### config.mk
export PLATFORM = sky130hd
export DESIGN_NAME = erase_cmd_decoder
export DESIGN_NICKNAME = d
export VERILOG_FILES = /design/src/rtl/erase_pkg.sv /design/src/rtl/strobe_sync.sv /design/src/rtl/cmd_fsm.sv /design/src/rtl/erase_cmd_decoder.sv
export SDC_FILE = /design/constraint.sdc
export NUM_CORES = 1
export LEC_CHECK = 0
export ABC_AREA = 0
export BUFFER_PORTS_ARGS = -buffer_cell sky130_fd_sc_hd__buf_2
export CORE_MARGIN = 10
export CORE_UTILIZATION = 35
export DETAILED_ROUTE_END_ITERATION = 12
export SYNTH_ARGS = -nofsm -noshare
export SYNTH_HDL_FRONTEND = slang
export SYNTH_SLANG_ARGS = --single-unit
### constraint.sdc
create_clock -name clk -period 2.3 [get_ports clk]
set_clock_uncertainty 0.15 [all_clocks]
set_input_delay 0.69 -clock clk [delete_from_list [all_inputs] [get_ports clk]]
set_output_delay 0.69 -clock clk [all_outputs]
set_load 0.01 [all_outputs]
### src/rtl/erase_pkg.sv
package erase_pkg;
  localparam int DATA_W = 8;

  localparam logic [DATA_W-1:0] BYTE_UNLK_A = 8'hAA;
  localparam logic [DATA_W-1:0] BYTE_UNLK_B = 8'h55;
  localparam logic [DATA_W-1:0] BYTE_SETUP  = 8'h80;
  localparam logic [DATA_W-1:0] BYTE_CHIP   = 8'h10;
  localparam logic [DATA_W-1:0] BYTE_SECTOR = 8'h30;
  localparam logic [DATA_W-1:0] BYTE_RESET  = 8'hF0;

  localparam logic [11:0] LOC_A = 12'h555;
  localparam logic [11:0] LOC_B = 12'h2AA;

  typedef enum logic [2:0] {
    ST_IDLE  = 3'd0,
    ST_UNLK2 = 3'd1,
    ST_SETUP = 3'd2,
    ST_UNLK3 = 3'd3,
    ST_UNLK4 = 3'd4,
    ST_FINAL = 3'd5
  } step_e;
endpackage

### src/rtl/strobe_sync.sv
module strobe_sync #(
  parameter int SYNC_N = 2
) (
  input  logic clk,
  input  logic rst_n,
  input  logic strobe_n,
  output logic fall_p,
  output logic rise_p
);
  localparam int CHAIN = SYNC_N + 1;

  logic [CHAIN-1:0] chain_q;

  // synchroniser stages plus one history stage for edge detection
  generate
    for (genvar i = 0; i < CHAIN; i++) begin : g_stage
      if (i == 0) begin : g_first
        always_ff @(posedge clk or negedge rst_n)
          if (!rst_n) chain_q[i] <= 1'b1;
          else        chain_q[i] <= strobe_n;
      end else begin : g_next
        always_ff @(posedge clk or negedge rst_n)
          if (!rst_n) chain_q[i] <= 1'b1;
          else        chain_q[i] <= chain_q[i-1];
      end
    end
  endgenerate

  assign fall_p = !chain_q[SYNC_N-1] &&  chain_q[SYNC_N];
  assign rise_p =  chain_q[SYNC_N-1] && !chain_q[SYNC_N];
endmodule

### src/rtl/cmd_fsm.sv
module cmd_fsm
  import erase_pkg::*;
#(
  parameter int ADDR_W = 14,
  parameter int SEC_W  = 3
) (
  input  logic              clk,
  input  logic              rst_n,
  input  logic              fall_p,
  input  logic              rise_p,
  input  logic [ADDR_W-1:0] addr,
  input  logic [DATA_W-1:0] data,
  output logic              chip_req,
  output logic              sec_req,
  output logic [SEC_W-1:0]  sec_id,
  output logic              abort_p,
  output step_e             step_q
);
  localparam int LOW_W = ADDR_W - SEC_W;

  logic [ADDR_W-1:0] addr_q;
  logic [LOW_W-1:0]  low;
  logic              at_a, at_b;
  step_e             step_d;
  logic              hit_chip, hit_sec, miss;

  assign low  = addr_q[LOW_W-1:0];
  assign at_a = (low == LOW_W'(LOC_A));
  assign at_b = (low == LOW_W'(LOC_B));

  always_ff @(posedge clk or negedge rst_n)
    if (!rst_n)      addr_q <= '0;
    else if (fall_p) addr_q <= addr;

  always_comb begin
    step_d   = step_q;
    hit_chip = 1'b0;
    hit_sec  = 1'b0;
    miss     = 1'b0;
    if (rise_p) begin
      if (data == BYTE_RESET) begin
        step_d = ST_IDLE;
        miss   = 1'b1;
      end else begin
        unique case (step_q)
          ST_IDLE:
            if (at_a && data == BYTE_UNLK_A) step_d = ST_UNLK2;
          ST_UNLK2:
            if (at_b && data == BYTE_UNLK_B) step_d = ST_SETUP;
            else begin step_d = ST_IDLE; miss = 1'b1; end
          ST_SETUP:
            if (at_a && data == BYTE_SETUP) step_d = ST_UNLK3;
            else begin step_d = ST_IDLE; miss = 1'b1; end
          ST_UNLK3:
            if (at_a && data == BYTE_UNLK_A) step_d = ST_UNLK4;
            else begin step_d = ST_IDLE; miss = 1'b1; end
          ST_UNLK4:
            if (at_b && data == BYTE_UNLK_B) step_d = ST_FINAL;
            else begin step_d = ST_IDLE; miss = 1'b1; end
          ST_FINAL: begin
            step_d = ST_IDLE;
            if (data == BYTE_SECTOR)           hit_sec  = 1'b1;
            else if (at_a && data == BYTE_CHIP) hit_chip = 1'b1;
            else                               miss     = 1'b1;
          end
          default: step_d = ST_IDLE;
        endcase
      end
    end
  end

  always_ff @(posedge clk or negedge rst_n)
    if (!rst_n) begin
      step_q   <= ST_IDLE;
      chip_req <= 1'b0;
      sec_req  <= 1'b0;
      abort_p  <= 1'b0;
      sec_id   <= '0;
    end else begin
      step_q   <= step_d;
      chip_req <= hit_chip;
      sec_req  <= hit_sec;
      abort_p  <= miss;
      if (hit_sec) sec_id <= addr_q[ADDR_W-1 -: SEC_W];
    end
endmodule

### src/rtl/erase_cmd_decoder.sv
module erase_cmd_decoder #(
  parameter int ADDR_W = 14,
  parameter int SEC_W  = 3,
  parameter int SYNC_N = 2
) (
  input  logic              clk,
  input  logic              rst_n,
  input  logic [ADDR_W-1:0] bus_addr,
  input  logic [7:0]        bus_data,
  input  logic              bus_wr_n,
  output logic              chip_erase_req,
  output logic              sector_erase_req,
  output logic [SEC_W-1:0]  sector_id,
  output logic              abort
);
  logic            fall_pulse, rise_pulse;
  erase_pkg::step_e step_q;

  strobe_sync #(.SYNC_N(SYNC_N)) u_sync (
    .clk      (clk),
    .rst_n    (rst_n),
    .strobe_n (bus_wr_n),
    .fall_p   (fall_pulse),
    .rise_p   (rise_pulse)
  );

  cmd_fsm #(.ADDR_W(ADDR_W), .SEC_W(SEC_W)) u_fsm (
    .clk      (clk),
    .rst_n    (rst_n),
    .fall_p   (fall_pulse),
    .rise_p   (rise_pulse),
    .addr     (bus_addr),
    .data     (bus_data),
    .chip_req (chip_erase_req),
    .sec_req  (sector_erase_req),
    .sec_id   (sector_id),
    .abort_p  (abort),
    .step_q   (step_q)
  );
endmodule

== Word level (Yosys, flattened, before mapping) ==
Cells that the tools add are included.

* Bits in registers: 26
* Latch bits: 0
* Bits in writable memories: 0
* Memory bits (read-only): 0
* Input bits: 25
* Output and inout bits: 6
* Memories: 0

* Add/subtract/negate cells: 0
* $mul: 0
* Div/mod/pow operators: 0
* $lt $le $gt $ge: 0
* Equal/unequal tests: 14
* Shift-type cells: 0
* Mux-type cells: 24
* Bitwise gates (word level): 0
* Reductions and logical operators: 11

{| class="wikitable"
|+ Operators with widths
! cell !! count
|-
| equality test 8 bit, second input constant || 3
|-
| 2-to-1 mux 1 bit || 16
|-
| one-hot mux 3 bit (5 select lines) || 1
|-
| 2-to-1 mux 3 bit || 4
|-
| equality test 11 x 10 -> 1 bit, second input constant || 1
|-
| equality test 11 bit, second input constant || 1
|-
| equality test 8 x 5 -> 1 bit, second input constant || 1
|-
| equality test 8 x 6 -> 1 bit, second input constant || 1
|-
| equality test 8 x 7 -> 1 bit, second input constant || 1
|-
| equality test 3 x 2 -> 1 bit, second input constant || 2
|-
| equality test 3 bit, second input constant || 2
|-
| logical AND 1 bit || 6
|-
| 2-to-1 mux 2 bit || 2
|-
| one-hot mux 1 bit (4 select lines) || 1
|-
| equality test 3 x 1 -> 1 bit, second input constant || 1
|-
| zero test 3 bit || 1
|-
| inequality test 3 x 1 -> 1 bit, second input constant || 1
|-
| zero test 1 bit || 2
|-
| AND reduction 2 bit || 1
|-
| OR reduction 2 bit || 1
|}

== Depth between registers and ports, before layout ==
Gate-level depths: netlist of the first run.

* Word-level depth: 7
* Gate-level depth with buffers: 5
* Depth with buffers taken out: 5

== Hierarchy ==
A second synthesis of the first run with hierarchy kept.

* Cell total of the unflattened synthesis: 106
* Area total of the unflattened synthesis: 1262.5 um^2

{| class="wikitable"
|+ By module, submodules not included
! module !! instances !! cells each !! area an instance (um^2) !! sequential area each (um^2)
|-
| cmd_fsm || 1 || 101 || 1168.6 || 575.6
|-
| strobe_sync || 1 || 5 || 93.8 || 78.8
|}

== Least setup slack after synthesis of the first run ==
No wires, ideal clock.

* Path kind: input -> register
* Start point: input bus_data[6]
* End point: register u_fsm.abort_p
* Library setup time: 0.130 ns
* Arrival time: 2.051 ns
* Setup slack: -0.031 ns
* Cell stages on the path: 5
* Cells stage by stage: or4bb_1 > nor2_1 > or4b_1 > a41oi_1 > a31oi_1

* Cells in the longest elaborated chain, start to end: 7

{| class="wikitable"
|+ Ends and longest elaborated chain
! what !! line !! text
|-
| start: declaration || erase_cmd_decoder.sv:9 || <nowiki>input logic [7:0] bus_data,</nowiki>
|-
| equality test 8 x 5 -> 1 bit || cmd_fsm.sv:63 || <nowiki>else if (at_a && data == BYTE_CHIP) hit_chip = 1'b1;</nowiki>
|-
| logical AND 1 bit || cmd_fsm.sv:63 ||
|-
| 2-to-1 mux 1 bit || cmd_fsm.sv:63 ||
|-
| 2-to-1 mux 1 bit || cmd_fsm.sv:62 || <nowiki>if (data == BYTE_SECTOR) hit_sec = 1'b1;</nowiki>
|-
| one-hot mux 1 bit (4 select lines) || cmd_fsm.sv:45 || <nowiki>unique case (step_q)</nowiki>
|-
| 2-to-1 mux 1 bit * || cmd_fsm.sv:41 || <nowiki>if (data == BYTE_RESET) begin</nowiki>
|-
| 2-to-1 mux 1 bit * || cmd_fsm.sv:40 || <nowiki>if (rise_p) begin</nowiki>
|-
| via u_fsm.miss || cmd_fsm.sv:25 || <nowiki>logic hit_chip, hit_sec, miss;</nowiki>
|-
| end signal: assignment || cmd_fsm.sv:83 || <nowiki>abort_p <= miss;</nowiki>
|-
| end: declaration || cmd_fsm.sv:16 || <nowiki>output logic abort_p,</nowiki>
|}

The timed path passes the listed nets; every way through them passes the cells marked *.
A chain may end at the register's enable or synchronous reset.

== Worst setup path in the final report of the first run ==
* Start point: register u_fsm.addr_q[2]
* End point: register u_fsm.abort_p

* Cells in the longest elaborated chain, start to end: 7

{| class="wikitable"
|+ Ends and longest elaborated chain
! what !! line !! text
|-
| start: declaration || cmd_fsm.sv:21 || <nowiki>logic [ADDR_W-1:0] addr_q;</nowiki>
|-
| start signal: assignment || cmd_fsm.sv:33 || <nowiki>else if (fall_p) addr_q <= addr;</nowiki>
|-
| equality test 11 bit || cmd_fsm.sv:28 || <nowiki>assign at_a = (low == LOW_W'(LOC_A));</nowiki>
|-
| logical AND 1 bit || cmd_fsm.sv:63 ||
|-
| 2-to-1 mux 1 bit || cmd_fsm.sv:63 ||
|-
| 2-to-1 mux 1 bit || cmd_fsm.sv:62 ||
|-
| one-hot mux 1 bit (4 select lines) * || cmd_fsm.sv:45 ||
|-
| 2-to-1 mux 1 bit * || cmd_fsm.sv:41 ||
|-
| 2-to-1 mux 1 bit * || cmd_fsm.sv:40 ||
|-
| via u_fsm.miss || cmd_fsm.sv:25 ||
|}

Marks and branches as above.

==> results.py, run 1 <==
metrics = {
    "yosys": {
        "synth_area_leaders": "dfrtp_1 (45%), mux2_2 (15%), dfstp_2 (6.2%)",
        "ys_ff_latch": 26,
        "netlist_instances": 106,
        "syn_nets": 131,
        "synth_top_area_share": 0.451,
        "ys_seq_area_frac": 0.513,
        "synth_ff_type": "dfrtp_1",
        "synth.distinct_cells": 40,
        "synth_edf_count": 0,
        "synth_area_um2": 1270,
        "syn_avg_cell_area_um2": 12.0,
        "yosys.area.top_type": "dfrtp_1",
        "yosys_warnings": 0,
        "async_flop_share": 1.00,
    },
    "setup_path": {
        "endpoint_kind": "register",
        "r2r-start": "u_fsm.addr_q[2]",
        "max_stage_delay_ns": 0.54,
        "critPathMaxFanout": 3,
        "worst_setup_path_start_kind": "register",
        "cp_top_family": "simple AND/OR/NAND/NOR gates",
        "cp_slowest_cell": "or4_4",
        "worstPathArrival_ns": 2.33,
        "required_ns": 2.38,
        "worst-path-buf-inv": 0,
        "crit_type": "register to register",
        "crit_chain": "or4bb_1, or4_4, or2_4, o2111ai_1, a31oi_1",
        "cp-startpoint": "u_fsm.addr_q[2]",
    },
    "floorplan": {
        "die_h_um": 80.4,
        "initial_core_util": 0.373,
        "dieArea_um2": 6460,
        "num_rows": 21,
        "die_x_um": 80.4,
        "coreArea_um2": 3420,
        "num_io_pins": 31,
    },
    "grt": {
        "grtUsageMet2": 0.161,
        "grt_first_pass_wirelength_um": 4890,
        "met1_usage": 0.101,
        "grt_pass1_vias": 1101,
        "grt_overflow": 0,
        "gr-max-usage-layer": "met2",
        "grt_use_total": 0.0927,
        "antenna_found_initial": 0,
        "use_met3": 0.0301,
        "grt_max_degree": 27,
    },
    "hold_path": {
        "hp-class": "primary input to asynchronous set/reset pin",
    },
    "clock_network": {
        "root_buffer": "clkbuf_4",
        "insertion_delay_ns": 0.32,
        "cts_tree": "built",
        "clk_path_buf_depth": 2,
        "cts_num_sinks": 26,
        "hold_buffers": 0,
        "cts_inserted_buffers": 3,
        "htreeDepth": 1,
        "path_clk_slew_ns": 0.14,
    },
    "power_and_ir_drop": {
        "power_density_nw_per_um2": 596,
        "vdd.ir_drop.worst_mv": 0.334,
        "p_int_mw": 0.746,
        "p_seq_frac": 0.542,
        "pwr-share-clk": 0.329,
        "combPwrFrac": 0.129,
        "p_leak_nw": 0.702,
        "switching_share": 0.227,
        "p_switching_mw": 0.219,
    },
    "route": {
        "routed_via_density": 5.24,
        "drt_wl_total_um": 2900,
        "drt_iter0_drc": 20,
        "vias": 1016,
        "drc": 0,
        "drtAntennaViolNets": 0,
        "first_pass_iters": 4,
        "wl_per_cell_um": 15.0,
    },
    "timing": {
        "fin_crit_sh": 0.979,
        "finalMaxSlewViolations": 0,
        "fmax_mhz": 444,
        "period_needed_ns": 2.25,
        "setup_viol": 0,
        "hold_violations": 0,
        "rsz0062_at_grt": "true",
        "fin_ws_ns": 0.0482,
        "tightest_slew_ns": 0.558,
        "slew-limit-headroom": 0.628,
    },
    "placement": {
        "dp_hpwl_um": 2380,
        "portBuffers": 30,
        "dpl_cell_area_um2": 1550,
        "pre_cts_slack_ns": -0.214,
        "dp_cells": 189,
        "finalWeightedCongestion": 0.902,
    },
    "final_layout": {
        "drive_above_1_share": 0.507,
        "layout.cells.non_filler": 194,
        "multi_input_area_um2": 607,
        "final_area_um2": 1620,
        "areaGrowthSynthToFinish_pct": 27.0,
        "layout.nets": 174,
        "diodes": 0,
        "seq_area_um2": 654,
        "fill_cells": 334,
    },
    "outcome": {
        "outcome": "finished, final reports clean",
    },
    "flow_run": {
        "maxCapViolCount": 0,
    },
}
-- stage by stage --
step	util	power (mW)	TNS, ns	hold slack [ns]
after detailed placement	0.453	0.651	-0.802	0.200
after global placement	0.453	0.644	-0.754	0.196
after global routing	0.474	1.00	-0.0393	0.221
after floorplan	-	0.588	-0.0236	0.195
final	0.474	0.965	0	0.177
after CTS	0.470	0.971	0	0.196
-- power groups by stage --
stage	logic (mW)	registers (mW)	clock network (mW)
finish	0.124	0.523	0.317
global route	0.138	0.529	0.337
CTS	0.123	0.523	0.325
detailed placement	0.118	0.533	0
global placement	0.114	0.530	0
floorplan	0.0650	0.523	0
-- area by class of cell --
type                    count  share of cell area
flip-flops and latches     26               0.404
multi-input cells          74               0.375
repair buffers             42               0.148
well taps                  46              0.0355
clock inverters             1              0.0185
clock buffers               3              0.0139
inverters                   2             0.00464
-- worst paths after layout --
check	end	slack, ns	cells after the start
min in group clk	u_sync.chain_q[1]	0.22	0
min reg2reg	u_sync.chain_q[1]	0.22	0
min	u_fsm.step_q[1]	0.18	1
max reg2reg	u_fsm.abort_p	0.05	5
max	u_fsm.abort_p	0.05	5
max in group asynchronous	u_sync.chain_q[0]	1.45	1
-- worst reg2reg max path, delay by kind of cell, from the launching register on --
kind / cells / cell delay, ns
flops: 1 / 0.41
compound gates: 2 / 0.28
simple gates: 3 / 1.31
-- placed cells by master (no fill, tap or decap), types with 3 or more instances in the layout --
cell type	netlist	routed
buf_2	0	30
dfrtp_1	23	23
mux2_2	17	17
buf_4	0	12
nor2_1	8	8
nand2_1	5	5
nor4_1	3	3
nor3_1	3	3
clkbuf_4	0	3
dfstp_2	3	3
-- cell usage after synthesis, types with 2 or more instances --
cell and count:
o21ai_1 2, nor2_1 8, nand4_1 2, a211oi_1 2, nand2_1 5, buf_6 2
nor3_1 3, or4b_1 2, nand3b_1 2, mux2_2 17, dfstp_2 3, nand2b_1 2
inv_1 2, nand3_1 2, dfrtp_1 23, nor4_1 3, clkbuf_1 2, or4bb_1 2
-- per-layer routing --
metal  share of wire  wire length (um)  up-vias
met5               0                 0        -
met4           0.018                52        0
met3           0.065               189        6
met2            0.50              1460       29
met1            0.41              1200      497
li1                -                 -      484
-- state kept, by name (all words and copies together), names as in the netlist --
signal and count:
u_fsm.addr_q 14, u_fsm.sec_id 3, u_fsm.step_q 3, u_sync.chain_q 3, u_fsm.abort_p 1, u_fsm.chip_req 1, u_fsm.sec_req 1
-- logic make-up after synthesis --
logic type,Yosys count,share of synthesized area
and+or+nand+nor,42,0.216
DFF,26,0.513
muxes,17,0.150
AOI/OAI and AO/OA,15,0.0913
buffers and inverters,6,0.0294
-- timing repair --
item | CTS | global route
resized for setup | 0 | 2
setup endpoints to repair | 1 | 4
pin swaps | 0 | 2
setup buffers | 1 | 0
(Power assumes the default switching activity.)
==> run 2: changes to the inputs <==
--- a/config.mk
+++ b/config.mk
@@ -12,2 +12,3 @@
 export DETAILED_ROUTE_END_ITERATION = 12
+export GPL_TIMING_DRIVEN = 1
 export SYNTH_ARGS = -nofsm -noshare
==> constraint.sdc (replaced) <==
create_clock -name clk -period 2.3 [get_ports clk]
set_clock_uncertainty 0.15 [all_clocks]
set_input_delay 0 -clock clk [delete_from_list [all_inputs] [get_ports clk]]
set_output_delay 0 -clock clk [all_outputs]
set_load 0.01 [all_outputs]
==> results.py, run 2 (synthesis gave the netlist of run 1 again) <==
metrics = {
    "timing": {
        "period_needed_ns": 2.27,
        "hold_violations": 0,
        "tightest_slew_ns": 0.570,
        "fin_crit_sh": 0.988,
        "fin_hold_ws_ns": 0.0349,
        "fmax_mhz": 440,
        "setup_viol": 0,
        "finalSetupTns_ns": 0,
        "finalMaxSlewViolations": 0,
        "slew-limit-headroom": 0.620,
        "rsz0062_at_grt": "true",
    },
    "setup_path": {
        "crit_type": "register to register",
        "worst_setup_path_start_kind": "register",
        "endpoint_kind": "register",
        "r2r-start": "u_fsm.addr_q[2]",
        "r2r_end": "u_fsm.abort_p",
        "critPathMaxFanout": 3,
        "required_ns": 2.36,
        "crit_chain": "or4bb_1, or4_4, or2_4, o2111ai_2, a31oi_1",
        "worst-path-buf-inv": 0,
        "cp_top_family": "simple AND/OR/NAND/NOR gates",
        "worstPathArrival_ns": 2.33,
        "r2r_slack_ns": 0.03,
        "r2r_cells": 5,
        "max_stage_delay_ns": 0.54,
        "cp_slowest_cell": "or4_4",
    },
    "final_layout": {
        "layout.nets": 188,
        "diodes": 0,
        "areaGrowthSynthToFinish_pct": 37.6,
        "final_area_um2": 1750,
        "layout_common_cells": "buf_2 (30), dfrtp_1 (23), dlygate4sd3_1 (22)",
        "drive_above_1_share": 0.401,
        "largest_reg_flops": 14,
        "mostFrequentLayoutCell": "buf_2",
        "top_register": "u_fsm.addr_q",
    },
    "clock_network": {
        "cts_num_sinks": 26,
        "cts_inserted_buffers": 3,
        "root_buffer": "clkbuf_4",
        "path_clk_slew_ns": 0.13,
        "clk_path_buf_depth": 2,
        "htreeDepth": 1,
        "cts_tree": "built",
        "insertion_delay_ns": 0.32,
    },
    "flow_run": {
        "maxCapViolCount": 0,
    },
    "floorplan": {
        "die_x_um": 80.4,
        "initial_core_util": 0.373,
        "num_io_pins": 31,
        "coreArea_um2": 3420,
        "num_rows": 21,
        "die_h_um": 80.4,
        "dieArea_um2": 6460,
    },
    "route": {
        "routed_via_density": 5.08,
        "wl_per_cell_um": 14.4,
        "drtAntennaViolNets": 0,
        "drt_wl_total_um": 2990,
        "vias": 1057,
        "first_pass_iters": 4,
        "drc": 0,
        "drt_iter0_drc": 45,
    },
    "placement": {
        "portBuffers": 30,
        "dp_hpwl_um": 2280,
        "finalWeightedCongestion": 0.794,
        "dpl_cell_area_um2": 1470,
    },
    "outcome": {
        "outcome": "finished, final reports clean",
    },
    "hold_path": {
        "hp-class": "primary input to register",
        "worst_hold_path.endpoint": "u_fsm.abort_p",
        "whs_path_depth": 5,
        "hold_start": "bus_data[6]",
    },
    "grt": {
        "antenna_found_initial": 0,
        "grt_max_degree": 27,
        "grt_pass1_vias": 1156,
        "grt_use_total": 0.0969,
        "grt_overflow": 0,
        "grt_first_pass_wirelength_um": 5110,
    },
    "power_and_ir_drop": {
        "finalPower_mw": 0.896,
        "vdd.ir_drop.worst_mv": 0.259,
        "p_leak_nw": 0.743,
        "power_density_nw_per_um2": 511,
    },
}
==> run 2: changes by cell type in the layout (fill, tap and decap cells not counted), sizes merged <==
cell	delta
dlygate4sd3	+22
buf	-8
bufinv	-1
clkbuf	+1
==> run 2: where the power goes <==
| part | total (mW) | switching, mW | internal [mW] |
|---|---|---|---|
| clock | 0.228 | 0.131 | 0.0969 |
| sequential | 0.522 | 0.0243 | 0.498 |
| combinational | 0.146 | 0.0566 | 0.0892 |
==> run 2: worst max path at each step <==
stage | start | to | slack (ns) | cells past startpoint
after floorplan | u_fsm.addr_q[4] | u_fsm.step_q[1] | 0.13 | 4
after global placement | u_fsm.addr_q[4] | u_fsm.abort_p | 0.06 | 5
after detailed placement | u_fsm.addr_q[4] | u_fsm.step_q[1] | 0.02 | 4
after CTS | u_fsm.addr_q[6] | u_fsm.abort_p | 0.04 | 5
after global routing | u_fsm.addr_q[2] | u_fsm.abort_p | -0.03 | 5
final | u_fsm.addr_q[2] | u_fsm.abort_p | 0.03 | 5
==> run 2: what timing repair did <==
action / CTS / global route
hold buffers: 22 / 0
pin swaps: 1 / 2
resized for setup: 0 / 2
setup buffers: 1 / 1
hold endpoints to repair: 45 / 0
setup endpoints to repair: 1 / 2
==> run 2: cell type report <==
| type | count | area, um^2 |
|---|---|---|
| tap | 46 | 57.6 |
| timing repair buffer | 56 | 400 |
| inverter | 2 | 7.51 |
| multi-input combinational | 74 | 598 |
| sequential | 26 | 654 |
| clock buffer | 4 | 36.3 |
| fill | 316 | 1660 |
==> run 2: layer usage <==
| metal | part of all wire | wire length (um) | vias up | GRT usage |
|---|---|---|---|---|
| met5 | 0 | 0 | - | 0 |
| met4 | 0.013 | 39 | 0 | 0.0370 |
| met3 | 0.070 | 208 | 5 | 0.0345 |
| met2 | 0.51 | 1520 | 27 | 0.170 |
| met1 | 0.41 | 1220 | 514 | 0.104 |
| li1 | - | - | 511 | - |
==> run 2: stage by stage <==
stage                     setup WS [ns]  utilization  cells
after floorplan                   0.133            -    106
after global placement           0.0648        0.430    180
after detailed placement         0.0154        0.430    180
after CTS                        0.0369        0.507    207
after global routing            -0.0257        0.514    208
final                            0.0272        0.514    208
==> run 2: worst min-delay path, cell delays in order <==
cell and delay [ns]:
buf_2 0.13, nand2_1 0.05, nor2_1 0.08, a41oi_1 0.05, a31oi_1 0.15
